<file path="src/rtl/rnd_pkg.sv">
package rnd_pkg;

    typedef enum logic [1:0] {
        RM_NEAREST = 2'b00,
        RM_ZERO    = 2'b01,
        RM_NEG     = 2'b10,
        RM_POS     = 2'b11
    } rnd_mode_e;

    // Three bits of discarded information seen by the decision logic
    typedef struct packed {
        logic guard;
        logic rnd;
        logic sticky;
    } lost_bits_s;

endpackage

</file>
<file path="src/rtl/rnd_decide.sv">
module rnd_decide
    import rnd_pkg::*;
(
    input  logic       sign_i,
    input  lost_bits_s lost_i,
    input  logic       lsb_i,
    input  logic [1:0] mode_i,
    output logic       inexact_o,
    output logic       inc_o
);

    rnd_mode_e mode;
    logic      any_lost;
    logic      near_inc;

    always_comb begin
        mode     = rnd_mode_e'(mode_i);
        any_lost = lost_i.guard | lost_i.rnd | lost_i.sticky;
        // Nearest: above half, or exact half with an odd kept LSB
        near_inc = lost_i.guard & (lost_i.rnd | lost_i.sticky | lsb_i);
        inexact_o = any_lost;
        unique case (mode)
            RM_NEAREST: inc_o = near_inc;
            RM_ZERO:    inc_o = 1'b0;
            RM_NEG:     inc_o = any_lost & sign_i;
            RM_POS:     inc_o = any_lost & ~sign_i;
            default:    inc_o = near_inc;
        endcase
    end

endmodule

</file>
<file path="src/rtl/rnd_incr.sv">
module rnd_incr #(
    parameter int WIDTH = 64,
    parameter int CHUNK = 16
) (
    input  logic [WIDTH-1:0] a_i,
    input  logic             inc_i,
    output logic [WIDTH-1:0] sum_o,
    output logic             cout_o
);

    localparam int NCH = (WIDTH + CHUNK - 1) / CHUNK;
    localparam int PW  = NCH * CHUNK;

    logic [PW-1:0] a_pad;
    logic [PW-1:0] s_pad;
    logic [NCH:0]  cin;

    always_comb begin
        a_pad              = '0;
        a_pad[WIDTH-1:0]   = a_i;
    end

    assign cin[0] = inc_i;

    // Each chunk adds its carry-in; the carry moves on only past an all-ones chunk
    for (genvar g = 0; g < NCH; g++) begin : g_chunk
        logic [CHUNK-1:0] seg;
        assign seg                       = a_pad[g*CHUNK +: CHUNK];
        assign s_pad[g*CHUNK +: CHUNK]   = seg + {{(CHUNK-1){1'b0}}, cin[g]};
        assign cin[g+1]                  = cin[g] & (&seg);
    end

    assign sum_o = s_pad[WIDTH-1:0];

    if (PW > WIDTH) begin : g_cout_pad
        assign cout_o = s_pad[WIDTH];
    end else begin : g_cout_full
        assign cout_o = cin[NCH];
    end

endmodule

</file>
<file path="src/rtl/rnd_unit.sv">
module rnd_unit
    import rnd_pkg::*;
#(
    parameter int MANT_W = 66,
    parameter int CHUNK  = 16
) (
    input  logic              clk,
    input  logic              rst_n,
    input  logic              sign_i,
    input  logic [MANT_W-1:0] mant_i,
    input  logic              sticky_i,
    input  logic [1:0]        mode_i,
    output logic [MANT_W-3:0] mant_o,
    output logic              carry_o,
    output logic              inexact_o,
    output logic              up_o
);

    localparam int OUT_W = MANT_W - 2;

    typedef struct packed {
        logic [OUT_W-1:0] mant;
        logic             carry;
        logic             inexact;
        logic             up;
    } stage_s;

    stage_s           st_d, st_q;
    lost_bits_s       lost;
    logic [OUT_W-1:0] kept;
    logic [OUT_W-1:0] sum;
    logic             cout;
    logic             inexact;
    logic             inc;

    always_comb begin
        kept        = mant_i[MANT_W-1:2];
        lost.guard  = mant_i[1];
        lost.rnd    = mant_i[0];
        lost.sticky = sticky_i;
    end

    rnd_decide u_decide (
        .sign_i    (sign_i),
        .lost_i    (lost),
        .lsb_i     (kept[0]),
        .mode_i    (mode_i),
        .inexact_o (inexact),
        .inc_o     (inc)
    );

    rnd_incr #(
        .WIDTH (OUT_W),
        .CHUNK (CHUNK)
    ) u_incr (
        .a_i    (kept),
        .inc_i  (inc),
        .sum_o  (sum),
        .cout_o (cout)
    );

    always_comb begin
        st_d.mant    = sum;
        st_d.carry   = cout;
        st_d.inexact = inexact;
        st_d.up      = inc;
    end

    always_ff @(posedge clk or negedge rst_n) begin
        if (!rst_n) st_q <= '0;
        else        st_q <= st_d;
    end

    assign mant_o    = st_q.mant;
    assign carry_o   = st_q.carry;
    assign inexact_o = st_q.inexact;
    assign up_o      = st_q.up;

endmodule

</file>
<file path="config.mk">
export PLATFORM = sky130hd
export DESIGN_NAME = rnd_unit
export DESIGN_NICKNAME = d
export VERILOG_FILES = /design/src/rtl/rnd_pkg.sv /design/src/rtl/rnd_decide.sv /design/src/rtl/rnd_incr.sv /design/src/rtl/rnd_unit.sv
export SDC_FILE = /design/constraint.sdc
export NUM_CORES = 1
export LEC_CHECK = 0
export BUFFER_PORTS_ARGS = -buffer_cell sky130_fd_sc_hd__buf_2
export CORE_AREA = 8 8 86 88
export DETAILED_ROUTE_END_ITERATION = 8
export DIE_AREA = 0 0 94 96
export PLACE_DENSITY = 0.91
export SLEW_MARGIN = 40
export SYNTH_ARGS = -nofsm -noshare
export SYNTH_HDL_FRONTEND = slang
export SYNTH_SLANG_ARGS = --single-unit
</file>
<file path="constraint.sdc">
create_clock -name clk -period 1.05 [get_ports clk]
set_clock_uncertainty 0.1 [all_clocks]
set_input_delay 0.1575 -clock clk [delete_from_list [all_inputs] [get_ports clk]]
set_output_delay 0.1575 -clock clk [all_outputs]
set_load 0.005 [all_outputs]
</file>
# --- Word level (Yosys, flattened, before mapping) ---
# Cells that the tools add are included.
totals:
  register_bits: 67
  input_bits: 72
  output_inout_bits: 67
  wordCells: 29
op_classes:
  n_addsub: 4
  n_eq_ne: 3
  n_mux: 1
  bitwise_logic: 12
  n_reduce_logical: 5
ops:
  columns: ["cell", "count"]
  rows:
  - ["adder 16 x 1 -> 16 bit", 4]
  - ["AND reduction 16 bit", 4]
  - ["bitwise AND 1 bit", 7]
  - ["equality test 2 bit (second input constant)", 2]
  - ["bitwise OR 1 bit", 4]
  - ["one-hot mux 1 bit (4 select lines)", 1]
  - ["equality test 2 x 1 -> 1 bit (second input constant)", 1]
  - ["logical NOT 2 bit", 1]
  - ["inverter 1 bit", 1]

# --- Depth between registers and ports, before layout ---
# Gate-level depths: netlist of run 1.
depth:
  depth_word: 8
  ltp_mapped: 10
  mapped_depth_nobuf: 10

# --- Cells and area by module ---
# A second synthesis of run 1 with hierarchy kept.
unflattened:
  hier_cells: 248
  hier_area_um2: 2919.0
by_module_without_submodules:
  columns: ["mod", "instances", "cells_each", "area_per_inst_um2", "seq_area_each_um2"]
  rows:
  - ["rnd_unit", 1, 67, 1676.6, 1676.6]
  - ["rnd_incr", 1, 174, 1199.9, 0.0]
  - ["rnd_decide", 1, 7, 42.5, 0.0]

# --- Worst setup path before layout of run 1 ---
# Ideal clock, no wire load.
synth_path:
  kind: "in2reg"
  from: "in sticky_i"
  to: "reg st_q (netlist bit mant_o[30])"
  setup_ns: 0.122
  arrival_time_ns: 1.887
  required_time_ns: 0.828
  setup_slack_ns: -1.059
  cell_stages: 10
  n_path_buf: 0
  path_cell_list: "or3_1 a32o_1 nand2_1 inv_1 ha_1 ha_1 nand3_1 nor3_1 and4_1 xor2_1"
synth_via:
  elab_chain_len: 6
  word_cells_on_any_way: 9
  classes_between: "add/sub: 1; mux: 1; bitwise: 7"
synth_lines:
  columns: ["element", "line_no", "rtl"]
  rows:
  - ["from (decl)", "rnd_unit.sv:11", "input logic sticky_i,"]
  - ["bitwise OR 1 bit (2 in a row)", "rnd_decide.sv:20", "near_inc = lost_i.guard & (lost_i.rnd | lost_i.sticky | lsb_i);"]
  - ["bitwise AND 1 bit", "rnd_decide.sv:20", null]
  - ["one-hot mux 1 bit (4 select lines) (*)", "rnd_decide.sv:22", "unique case (mode)"]
  - ["via inc", "rnd_unit.sv:34", "logic inc;"]
  - ["bitwise AND 1 bit (*)", "rnd_incr.sv:30", "assign cin[g+1] = cin[g] & (&seg);"]
  - ["adder 16 x 1 -> 16 bit (*)", "rnd_incr.sv:29", "assign s_pad[g*CHUNK +: CHUNK] = seg + {{(CHUNK-1){1'b0}}, cin[g]};"]
  - ["via sum[30]", "rnd_unit.sv:31", "logic [OUT_W-1:0] sum;"]
  - ["to (signal assigned)", "rnd_unit.sv:71", "else st_q <= st_d;"]
  - ["to (decl)", "rnd_unit.sv:28", "stage_s st_d, st_q;"]
# The timed path passes the listed nets; every way through them passes the cells marked *.

# --- Worst setup path in the final report of run 1 ---
layout_path:
  from: "in mant_i[33]"
  to: "reg st_q (netlist bit mant_o[63])"
layout_via:
  elab_chain_len: 4
layout_lines:
  columns: ["element", "line_no", "rtl"]
  rows:
  - ["from (decl)", "rnd_unit.sv:10", "input logic [MANT_W-1:0] mant_i,"]
  - ["AND reduction 16 bit", "rnd_incr.sv:30", null]
  - ["bitwise AND 1 bit (2 in a row)", "rnd_incr.sv:30", null]
  - ["adder 16 x 1 -> 16 bit", "rnd_incr.sv:29", null]
  - ["via sum[63]", "rnd_unit.sv:31", null]
# The timed path passes the listed nets, and every way through them passes these cells.

==> results.md, run 1 <==
* Outcome: finished, violations left
* Violated checks: hold timing, setup timing
* H-tree depth at 3
* Filler instances at 194
* Critical path cell sequence: buf_6 -> nand4_1 -> nor4_4 -> nand4_1 -> nor2_2 -> buf_4 -> ha_4 -> nand2_4 -> nor3_4 -> nand4_1 -> xnor2_1
* Final Hold Viols at 2
* Mean Syn Cell Area at about 12 um^2
* DIE WIDTH at about 94 um
* Flops & latches, synth at between 60 and 70
* Final ANT Viol Nets at 0
* Slowest CP cell: nor4_4
* Worst VDD drop at approximately 0.0010 V
* DRT Wirelength at about 14000 um
* Final setup viols at about 130
* Worst EP required at 1.19 ns
* I/O pin cnt at about 140
* Crit. End Element: flop
* Die height at 96 um
* Worst Setup Start Kind: input port
* WL per Instance at 23.5 um
* Most frequent CP cell: nand4_1
* Headroom to the max-slew limit at 77.7%
* Pwr Density at 1060 nW/um^2
* Leakage Power at 0.00282 uW
* # nets final at 592
* Share of the clock period used by the worst path at 191%
* Unique cell type count in the Yosys netlist at 21
* DP Worst Slack at -1.19 ns
* MaxCap Viol Count at 0
* CORE AREA at a little over 6000 um^2
* P&R area growth vs syn at 97.5%
* Vias at 3250
* Area of the mapped netlist at 2890 um^2
* Critical path type: input port to flop
* Routability cong. at 0.794
* Buf/Inv on CP at 2
* Met2 usage at 51.3%
* Total design power at 6040 uW
* Share of post-route cells with drive strength above 1 at 68.5%
* Port bufs at 138
* Gr usage total at between 20% and 30%
* GRT Max-Usage Layer: met2
* Die area at between 9000 and 10000 um^2
* Data arrival, critical path at roughly 2.2 ns
* Largest net degree at the start of global routing at 32
* Initial core utilization at 47.4%
* Clock root cell: clkbuf_8
* Register area share after synthesis at 58.1%
* Hold/Removal Path Class: input port to flop
* Max-slew violation count at 0
* Max Freq at around 500 MHz
* DRC at 0
* Clock sink count at 67
* Fin Hold WS at -0.0669 ns
* CTS buffer count at 9
* 1st-pass router iterations at 4
* Max stage delay on crit path at 0.36 ns
* CTS tree: yes
* Clk buf depth at 2
* Slew of the pin with the lowest slew margin at approximately 0.33 ns
* Final worst slack at -0.954 ns
* CP delay by family, top: simple AND/OR/NAND/NOR gates
* Critical Path Fanout Max at 3
* DRT iter0 DRCs at 149
* Unrepaired setup endpoints after global routing: yes
* M3 GR Usage at 8.03%
* Synth Instances at 244
* Clk slew on worst S/H paths at approximately 0.070 ns
* First-pass GRT wire length at 17900 um
* Row count at 29
* Total number of yosys warnings at 0
* Tmin final at 2.00 ns
* Met1 Use GR at 24.2%
* # hold bufs at CTS at 9
* Syn nets at 325
* Detailed placement HPWL at ~7600 um
* GRT overflow at 0
* Vias per std cell at 5.48
* Antenna violations before repair at 1
* Vias in the first global route at 3457
-- cells by family after synthesis --
kind of cell / count (synthesis) / share of synthesized area (%)
AOI/OAI and AO/OA: 1 / 0.347
xor gates and xnor gates: 58 / 17.6
adders and majority gates: 9 / 3.90
buffers and inverters: 5 / 0.650
DFF: 67 / 58.1
and+or+nand+nor: 104 / 19.5
-- cells in the final DEF (no fill, tap or decap), drive strengths merged, types with 5 or more instances in the layout --
master	instances
buf	247
dfrtp	67
dlygate4sd3	9
nor2	11
nor3	7
nor4	6
inv	5
ha	9
nand4	21
xor2	17
nand2	23
xnor2	41
and3	6
clkbuf	12
nand3	20
-- registers in the layout (all words and copies together) (netlist names) --
register,flops
mant_o,64
carry_o,1
inexact_o,1
up_o,1
-- power by group --
part | switching, uW | internal [uW]
logic | 576 | 602
clock network | 1010 | 1080
registers | 50.3 | 2720
total | 1640 | 4400
-- cell usage after synthesis (all sizes together) --
| master | number | area, um^2 |
|---|---|---|
| dfrtp | 67 | 1680 |
| xnor2 | 41 | 359 |
| nand2 | 23 | 86.3 |
| nand4 | 21 | 131 |
| nand3 | 20 | 100 |
| xor2 | 17 | 149 |
| nor2 | 11 | 41.3 |
| ha | 9 | 113 |
| nor3 | 7 | 35.0 |
| and3 | 6 | 38.8 |
| nor4 | 6 | 50.0 |
| inv | 5 | 18.8 |
| and4 | 4 | 37.5 |
| or3 | 3 | 18.8 |
| a32o | 1 | 10.0 |
| nor3b | 1 | 7.51 |
| or2 | 1 | 6.26 |
| or3b | 1 | 8.76 |
-- area by class of cell --
class                      instances  area, um^2  share of cell area (%)
timing repair buffer             256        1840                    32.3
clock inverter                     3        40.0                   0.702
multi-input combinational        172        1890                    33.2
tap                               77        96.3                    1.69
sequential                        67        1680                    29.4
inverter                           5        18.8                   0.329
antenna                            1        2.50                  0.0439
clock buffer                      12         135                    2.37
-- per-layer routing --
layer  part of all wire (%)  wire length [um]
met1                     32              4410
met2                     55              7720
met3                    8.5              1180
met4                    4.6               646
met5                      0                 0
-- worst paths after layout --
check,startpoint,endpoint,slack [ns],cells after the start
max,mant_i[33],mant_o[63],-0.95,11
max in group asynchronous,rst_n,mant_o[34],0.27,3
min,mant_i[1],inexact_o,-0.07,2
min in group asynchronous,rst_n,mant_o[30],0.13,2
-- through the flow --
stage / util (%) / hold WS (ns) / instances / setup TNS [ns] / cell area (um^2)
after CTS: 87.7 / -0.0790 / 585 / -36.64 / 5350
after global placement: 74.8 / -0.0650 / 551 / -58.68 / 4560
after detailed placement: 74.8 / -0.0595 / 551 / -62.59 / 4560
after floorplan: - / -0.238 / 244 / -39.54 / 3040
final: 93.6 / -0.0669 / 593 / -47.57 / 5700
after global routing: 93.6 / -0.0753 / 593 / -52.18 / 5700
-- what timing repair did --
action,CTS,global route
endpoints found under the hold margin,77,2
gates resized for setup,82,56
endpoints found under the setup margin,132,132
buffers inserted,14,14
pin swaps,42,35
Note: power is estimated with default switching activity, not from simulation.
==> inputs of run 2 (changes only) <==
--- a/config.mk
+++ b/config.mk
@@ -9,6 +9,8 @@
 export CORE_AREA = 8 8 86 88
 export DETAILED_ROUTE_END_ITERATION = 8
 export DIE_AREA = 0 0 94 96
+export GPL_ROUTABILITY_DRIVEN = 1
+export HOLD_SLACK_MARGIN = 0.03
 export PLACE_DENSITY = 0.91
 export SLEW_MARGIN = 40
 export SYNTH_ARGS = -nofsm -noshare
==> run 2 against run 1 <==
Synthesized cell count did not move; area after synthesis did not move; the run now fails in global routing (5_1_grt).
==> results.md, run 2 <==
* Outcome: aborted with a tool error
* Exit stage: global routing (5_1_grt)
* Error: [ERROR DPL-0033] detailed placement checks failed during check placement.
* Count leader, synth: dfrtp_1
* Total number of yosys warnings at 0
* DIE WIDTH at ~94 um
* Async S/R FF share, synth at between 90% and 100%
* Top cell type's share of synthesized area at 58.1%
* Clock sink count at 67
* Clk buf depth at 2
* Row count at 29
* Die height at 96 um
* Kind of the worst endpoint: sequential cell input
* Most instantiated cells after synthesis: 67 x dfrtp_1, 41 x xnor2_1, 23 x nand2_1
* Post-GRT worst EP: mant_o[30]$_DFF_PN0_/D
* CTS buffer count at 9
* Ys flop type: dfrtp_1
* Routability cong. at 0.794
* Register area share after synthesis at 58.1%
* Mean Syn Cell Area at 11.8 um^2
* Port bufs at 138
* Initial core utilization at about 47%
* DP Area at 4560 um^2
* Unique cell type count in the Yosys netlist at 21
* Post-synth EDFFs at 0
* Area of the mapped netlist at 2890 um^2
* Detailed placement HPWL at 7560 um
* Clock root cell: clkbuf_8
* Largest net degree at the start of global routing at 32
* Flops & latches, synth at 67
* Antenna violations before repair at 1
* H-tree depth at 3
* Syn nets at ~330
* I/O pin cnt at 139
* Synth Instances at 244
* Top post-synthesis cells by area: dfrtp_1 58%, xnor2_1 12%, xor2_1 5.2%
* Synth area leader: dfrtp_1
run 2: cell counts after synthesis:
Identical to the previous run, type by type.
run 2: timing repair:
| action | CTS |
|---|---|
| setup buffers | 14 |
| hold buffers | 34 |
| gates resized for setup | 82 |
| setup endpoints to repair | 132 |
| hold endpoints to repair | 104 |
| gates cloned | 0 |
| pin swaps | 42 |
run 2: kinds of logic after synthesis:
family | Yosys count | share of synthesized area [%]
buffers and inverters | 5 | 0.650
flip-flops | 67 | 58.1
AO/OA/AOI/OAI | 1 | 0.347
AND/OR/NAND/NOR | 104 | 19.5
adder cells (fa/ha/maj) | 9 | 3.90
XOR/XNOR | 58 | 17.6
run 2: through the flow:
stage	cells	worst slack, ns	util (%)
after floorplan	244	-0.883	-
after global placement	551	-1.12	74.8
after detailed placement	551	-1.19	74.8
after CTS	610	-0.756	91.9
==> inputs of run 3 (changes only) <==
--- a/config.mk
+++ b/config.mk
@@ -6,12 +6,11 @@
 export NUM_CORES = 1
 export LEC_CHECK = 0
 export BUFFER_PORTS_ARGS = -buffer_cell sky130_fd_sc_hd__buf_2
-export CORE_AREA = 8 8 86 88
+export CORE_AREA = 8 8 100 102
 export DETAILED_ROUTE_END_ITERATION = 8
-export DIE_AREA = 0 0 94 96
+export DIE_AREA = 0 0 108 110
 export GPL_ROUTABILITY_DRIVEN = 1
-export HOLD_SLACK_MARGIN = 0.03
-export PLACE_DENSITY = 0.91
+export PLACE_DENSITY_LB_ADDON = 0.15
 export SLEW_MARGIN = 40
 export SYNTH_ARGS = -nofsm -noshare
 export SYNTH_HDL_FRONTEND = slang
==> run 3 against run 2 <==
The flow now finishes, with violations (hold timing, setup timing).
==> results.md, run 3 (same netlist as run 1, synthesis figures left out) <==
* Pwr Density at 1020 nW/um^2
* I/O pin cnt at 139
* # nets final at 620
* Utilization after layout at 70.3%
* Final Hold Viols at 1
* Most frequent cells in the layout: 109 x buf_2, 89 x buf_4, 67 x dfrtp_1
* DIE WIDTH at 108 um
* Share of the clock period used by the worst path at 174%
* Gr usage total at about 17%
* Final ANT Viol Nets at 0
* First-pass GRT wire length at 15500 um
* Die area at ~12000 um^2
* Final setup viols at around 130
* Met3 WL at ~800 um
* MaxCap Viol Count at 0
* Worst EP required at 1.16 ns
* Critical path type: input port to flop
* Leakage Power at between 0.002 and 0.003 uW
* Max Freq at 547 MHz
* Port bufs at 138
* Tmin final at approximately 1.8 ns
* 1st-pass router iterations at 4
* Setup TNS Final at -39.65 ns
* Violated checks: hold timing, setup timing
* Clk slew on worst S/H paths at 0.06 ns
* Hold/Removal Path Class: input port to flop
* Max-slew violation count at 0
* Final worst slack at -0.780 ns
* Top sig layer: met4
* Worst VDD drop at ~0.00063 V
* Critical Path Fanout Max at 3
* CORE AREA at 8470 um^2
* Clock sink count at 67
* Unrepaired setup endpoints after global routing: yes
* DRC at 0
* Vias at 2935
* Clk buf depth at 2
* Clock root cell: clkbuf_8
* Wl on met1 at 3600 um
* DRT Wirelength at 9780 um
* P&R area growth vs syn at 106%
* Data arrival, critical path at 1.94 ns
* Diodes inserted at 0
* DRT iter0 DRCs at 62
* Largest net degree at the start of global routing at 68
* Antenna violations before repair at 0
* WL per Instance at between 15 and 20 um
* Outcome: finished, violations left
* Vias in the first global route at 3324
* HP Start: mant_i[2]
* Initial core utilization at 34.1%
* Die height at 110 um
* Vias per std cell at between 4 and 5
* Crit. End Element: flop
* Routability cong. at 0.791
* CTS buffer count at 9
* Row count at 34
* Most common cell after layout, fill and taps aside: buf_2
* CP Launch Point: mant_i[1]
* Slew of the pin with the lowest slew margin at 0.360 ns
* Detailed placement HPWL at roughly 6600 um
* GRT overflow at 0
* Met2 routed wirelength at between 5000 and 6000 um
* Headroom to the max-slew limit at 76.0%
* CTS tree: yes
* Share of post-route cells with drive strength above 1 at 63.0%
* Fin Hold WS at -0.0413 ns
* H-tree depth at 3
* Worst Setup Start Kind: input port
* Filler instances at 598
* Max reg flops at between 60 and 70
-- run 3: metrics by stage --
step	hold slack (ns)	instance area [um^2]	power (uW)	worst slack [ns]	instances
floorplan	-0.238	3040	2980	-0.883	244
global placement	0.101	4540	3640	-1.21	577
detailed placement	0.108	4540	3660	-1.22	577
CTS	-0.0614	5510	6010	-0.756	637
global route	-0.0623	5950	6380	-0.863	651
finish	-0.0413	5950	6060	-0.780	651
-- run 3: final timing paths --
check	endpoint	slack, ns	cells after the start
setup / recovery	mant_o[30]	-0.78	12
hold / removal	mant_o[0]	-0.04	2
max in group asynchronous	mant_o[28]	0.28	3
min in group asynchronous	mant_o[3]	0.27	3
-- run 3: power by group --
part           switching, uW  internal [uW]  total, uW
clock                    934           1210       2150
sequential              34.5           2720       2750
combinational            491            667       1160
total                   1460           4600       6060
-- run 3: final cells by class --
| cell class | instances | area (um^2) | area share [%] |
|---|---|---|---|
| repair buffers | 284 | 2150 | 36.1 |
| multi-input cells | 172 | 1780 | 29.9 |
| flip-flops and latches | 67 | 1680 | 28.2 |
| clock buffers | 13 | 159 | 2.67 |
| well taps | 108 | 135 | 2.27 |
| clock inverters | 2 | 35.0 | 0.589 |
| inverters | 5 | 18.8 | 0.315 |
-- run 3: routing by layer --
metal  vias up  global-route usage, %
met5         -                      0
met3        13                   6.98
met4         0                   5.45
met1      1394                   17.5
met2        88                   29.2
li1       1440                      -
-- run 3: timing repair --
| action | 4_1_cts | 5_1_grt |
|---|---|---|
| gates resized for setup | 72 | 57 |
| hold endpoints to repair | 94 | 9 |
| pin swaps | 47 | 49 |
| gates cloned | 0 | 0 |
| endpoints found under the setup margin | 132 | 131 |
| hold buffers | 26 | 8 |
| buffers inserted | 22 | 12 |
-- run 3: critical path, cell delays in order --
cell	delay [ns]
buf_6	0.09
or3_4	0.38
a32o_2	0.29
nand2_4	0.11
inv_2	0.05
ha_4	0.15
buf_4	0.14
ha_4	0.17
nand3_4	0.07
nor3_4	0.04
and4_1	0.15
xor2_1	0.14
==> inputs of run 4 (changes only) <==
==> constraint.sdc (replaced) <==
create_clock -name clk -period 1.75 [get_ports clk]
set_clock_uncertainty 0.1 [all_clocks]
set_input_delay 0.2625 -clock clk [delete_from_list [all_inputs] [get_ports clk]]
set_output_delay 0.2625 -clock clk [all_outputs]
set_load 0.005 [all_outputs]
==> run 4 against run 3 <==
The run ends with setup timing left; clock power down 41%; setup slack better by 0.61 ns; core utilization down 7.4 points; hold slack better by 0.085 ns; sequential power decreased by 40%; combinational power decreased by 51%; highest routed layer unchanged; global-route usage fell by 2.1 points; critical path type unchanged.
==> results.md, run 4 (same netlist as run 1, synthesis figures left out) <==
* Share of post-route cells with drive strength above 1 at 63.5%
* Fin Hold WS at 0.0440 ns
* Max stage delay on crit path at 0.37 ns
* Utilization after layout at a little over three fifths
* WL per Instance at 14.4 um
* I/O pin cnt at 139
* Clk slew on worst S/H paths at 0.07 ns
* Critical Path Fanout Max at 4
* P&R area growth vs syn at 84.4%
* Vias at 2756
* Diodes inserted at 0
* CTS tree: yes
* Port bufs at between 100 and 150
* Max-slew violation count at 0
* Max Freq at 522 MHz
* # nets final at 570
* GRT overflow at 0
* Die area at 11900 um^2
* Routability cong. at 0.750
* Slew of the pin with the lowest slew margin at 0.359 ns
* Clock sink count at 67
* Leakage Power at around 0.0026 uW
* Largest net degree at the start of global routing at 68
* Worst VDD drop at 0.000438 V
* Antenna violations before repair at 0
* Initial core utilization at between 30 and 40%
* Worst EP required at 1.89 ns
* MaxCap Viol Count at 0
* DRC at 0
* Data arrival, critical path at 2.05 ns
* Final ANT Viol Nets at 0
* Share of the clock period used by the worst path at 110%
* Row count at 34
* Most frequent cells in the layout: 113 x buf_2, 83 x buf_4, 67 x dfrtp_1
* Final worst slack at -0.167 ns
* Unrepaired setup endpoints after global routing: yes
* H-tree depth at 3
* DRT iter0 DRCs at 56
* Final setup viols at 33
* 1st-pass router iterations at 6
* Slowest CP cell: or3_4
* Worst Setup Start Kind: input port
* Hold/Removal Path Class: input port to flop
* Critical path type: input port to flop
* Die height at around 110 um
* DP Worst Slack at -0.636 ns
* Critical path cell sequence: buf_6 -> or3_4 -> a32o_2 -> nand2_4 -> buf_6 -> nor2_4 -> ha_4 -> ha_4 -> buf_4 -> buf_6 -> nand3_4 -> xnor2_2
* Vias in the first global route at 2970
* DIE WIDTH at 108 um
* Clk buf depth at 2
* Gr usage total at 14.5%
* Headroom to the max-slew limit at 76.1%
* First-pass GRT wire length at 13600 um
* Max reg flops at 64
* Vias per std cell at between 4 and 5
* Tmin final at 1.92 ns
* Clock root cell: clkbuf_8
* Pwr Density at 655 nW/um^2
* Final Hold Viols at 0
* Most common cell after layout, fill and taps aside: buf_2
* Setup TNS Final at -2.80 ns
* Most frequent CP cell: buf_6
* Violated checks: setup timing
* Outcome: finished, violations left
* CORE AREA at 8470 um^2
* Detailed placement HPWL at ~6600 um
* Crit. End Element: flop
* CTS buffer count at 9
* DRT Wirelength at 8670 um
[run 4: cell count changes in the layout (fill, tap and decap cells not counted), moves of 3 or more]
cell | previous run | this run
dlygate4sd3_1 | 34 | 1
nor4_2 | 0 | 3
buf_6 | 51 | 36
nand3_1 | 5 | 8
nand2_4 | 7 | 4
xnor2_2 | 12 | 8
nand3_2 | 12 | 8
buf_4 | 89 | 83
nor4_4 | 6 | 3
buf_2 | 109 | 113
xnor2_1 | 29 | 33
[run 4: critical path, delay by kind of cell]
kind                     cells  cell delay [ns]
adder cells (fa/ha/maj)      2             0.31
XOR/XNOR                     1             0.12
AND/OR/NAND/NOR              4             0.61
AO/OA/AOI/OAI                1             0.28
buffers and inverters        4             0.45
[run 4: layer usage]
| metal | track usage, % | up-vias | part of all wire (%) |
|---|---|---|---|
| li1 | - | 1341 | - |
| met1 | 15.8 | 1325 | 37 |
| met2 | 24.5 | 82 | 52 |
| met3 | 5.93 | 8 | 9.5 |
| met4 | 5.85 | 0 | 1.2 |
| met5 | 0 | - | 0 |
[run 4: path summary, 6_finish.rpt]
path,start,to,slack (ns),cells past startpoint
max,mant_i[1],mant_o[52],-0.17,12
min,mant_i[62],mant_o[60],0.04,2
max in group asynchronous,rst_n,mant_o[28],0.88,3
min in group asynchronous,rst_n,mant_o[2],0.36,3
[run 4: area by class of cell]
class / count / area (um^2)
inverter: 5 / 21.3
timing repair buffer: 234 / 1620
sequential: 67 / 1680
clock inverter: 2 / 35.0
tap: 108 / 135
fill: 726 / 3140
multi-input combinational: 172 / 1670
clock buffer: 13 / 159
[run 4: through the flow]
step	area, um^2	total power (uW)	std cells
floorplan	3030	1790	244
global placement	4460	2170	568
detailed placement	4460	2180	568
CTS	4970	3500	594
global route	5330	3650	601
finish	5330	3490	601
[run 4: repair_timing]
| item | CTS | global route |
|---|---|---|
| hold buffers | 1 | 0 |
| hold endpoints to repair | 67 | 0 |
| gates resized for setup | 39 | 56 |
| setup buffers | 10 | 8 |
| pin swaps | 34 | 43 |
| setup endpoints to repair | 35 | 48 |
[run 4: where the power goes]
| group | leakage [uW] | switching (uW) | total, uW | internal [uW] |
|---|---|---|---|---|
| combinational | 0.00168 | 259 | 567 | 308 |
| clock | 0.0000995 | 544 | 1270 | 728 |
| sequential | 0.000782 | 20.4 | 1650 | 1630 |
| total | 0.00256 | 823 | 3490 | 2670 |
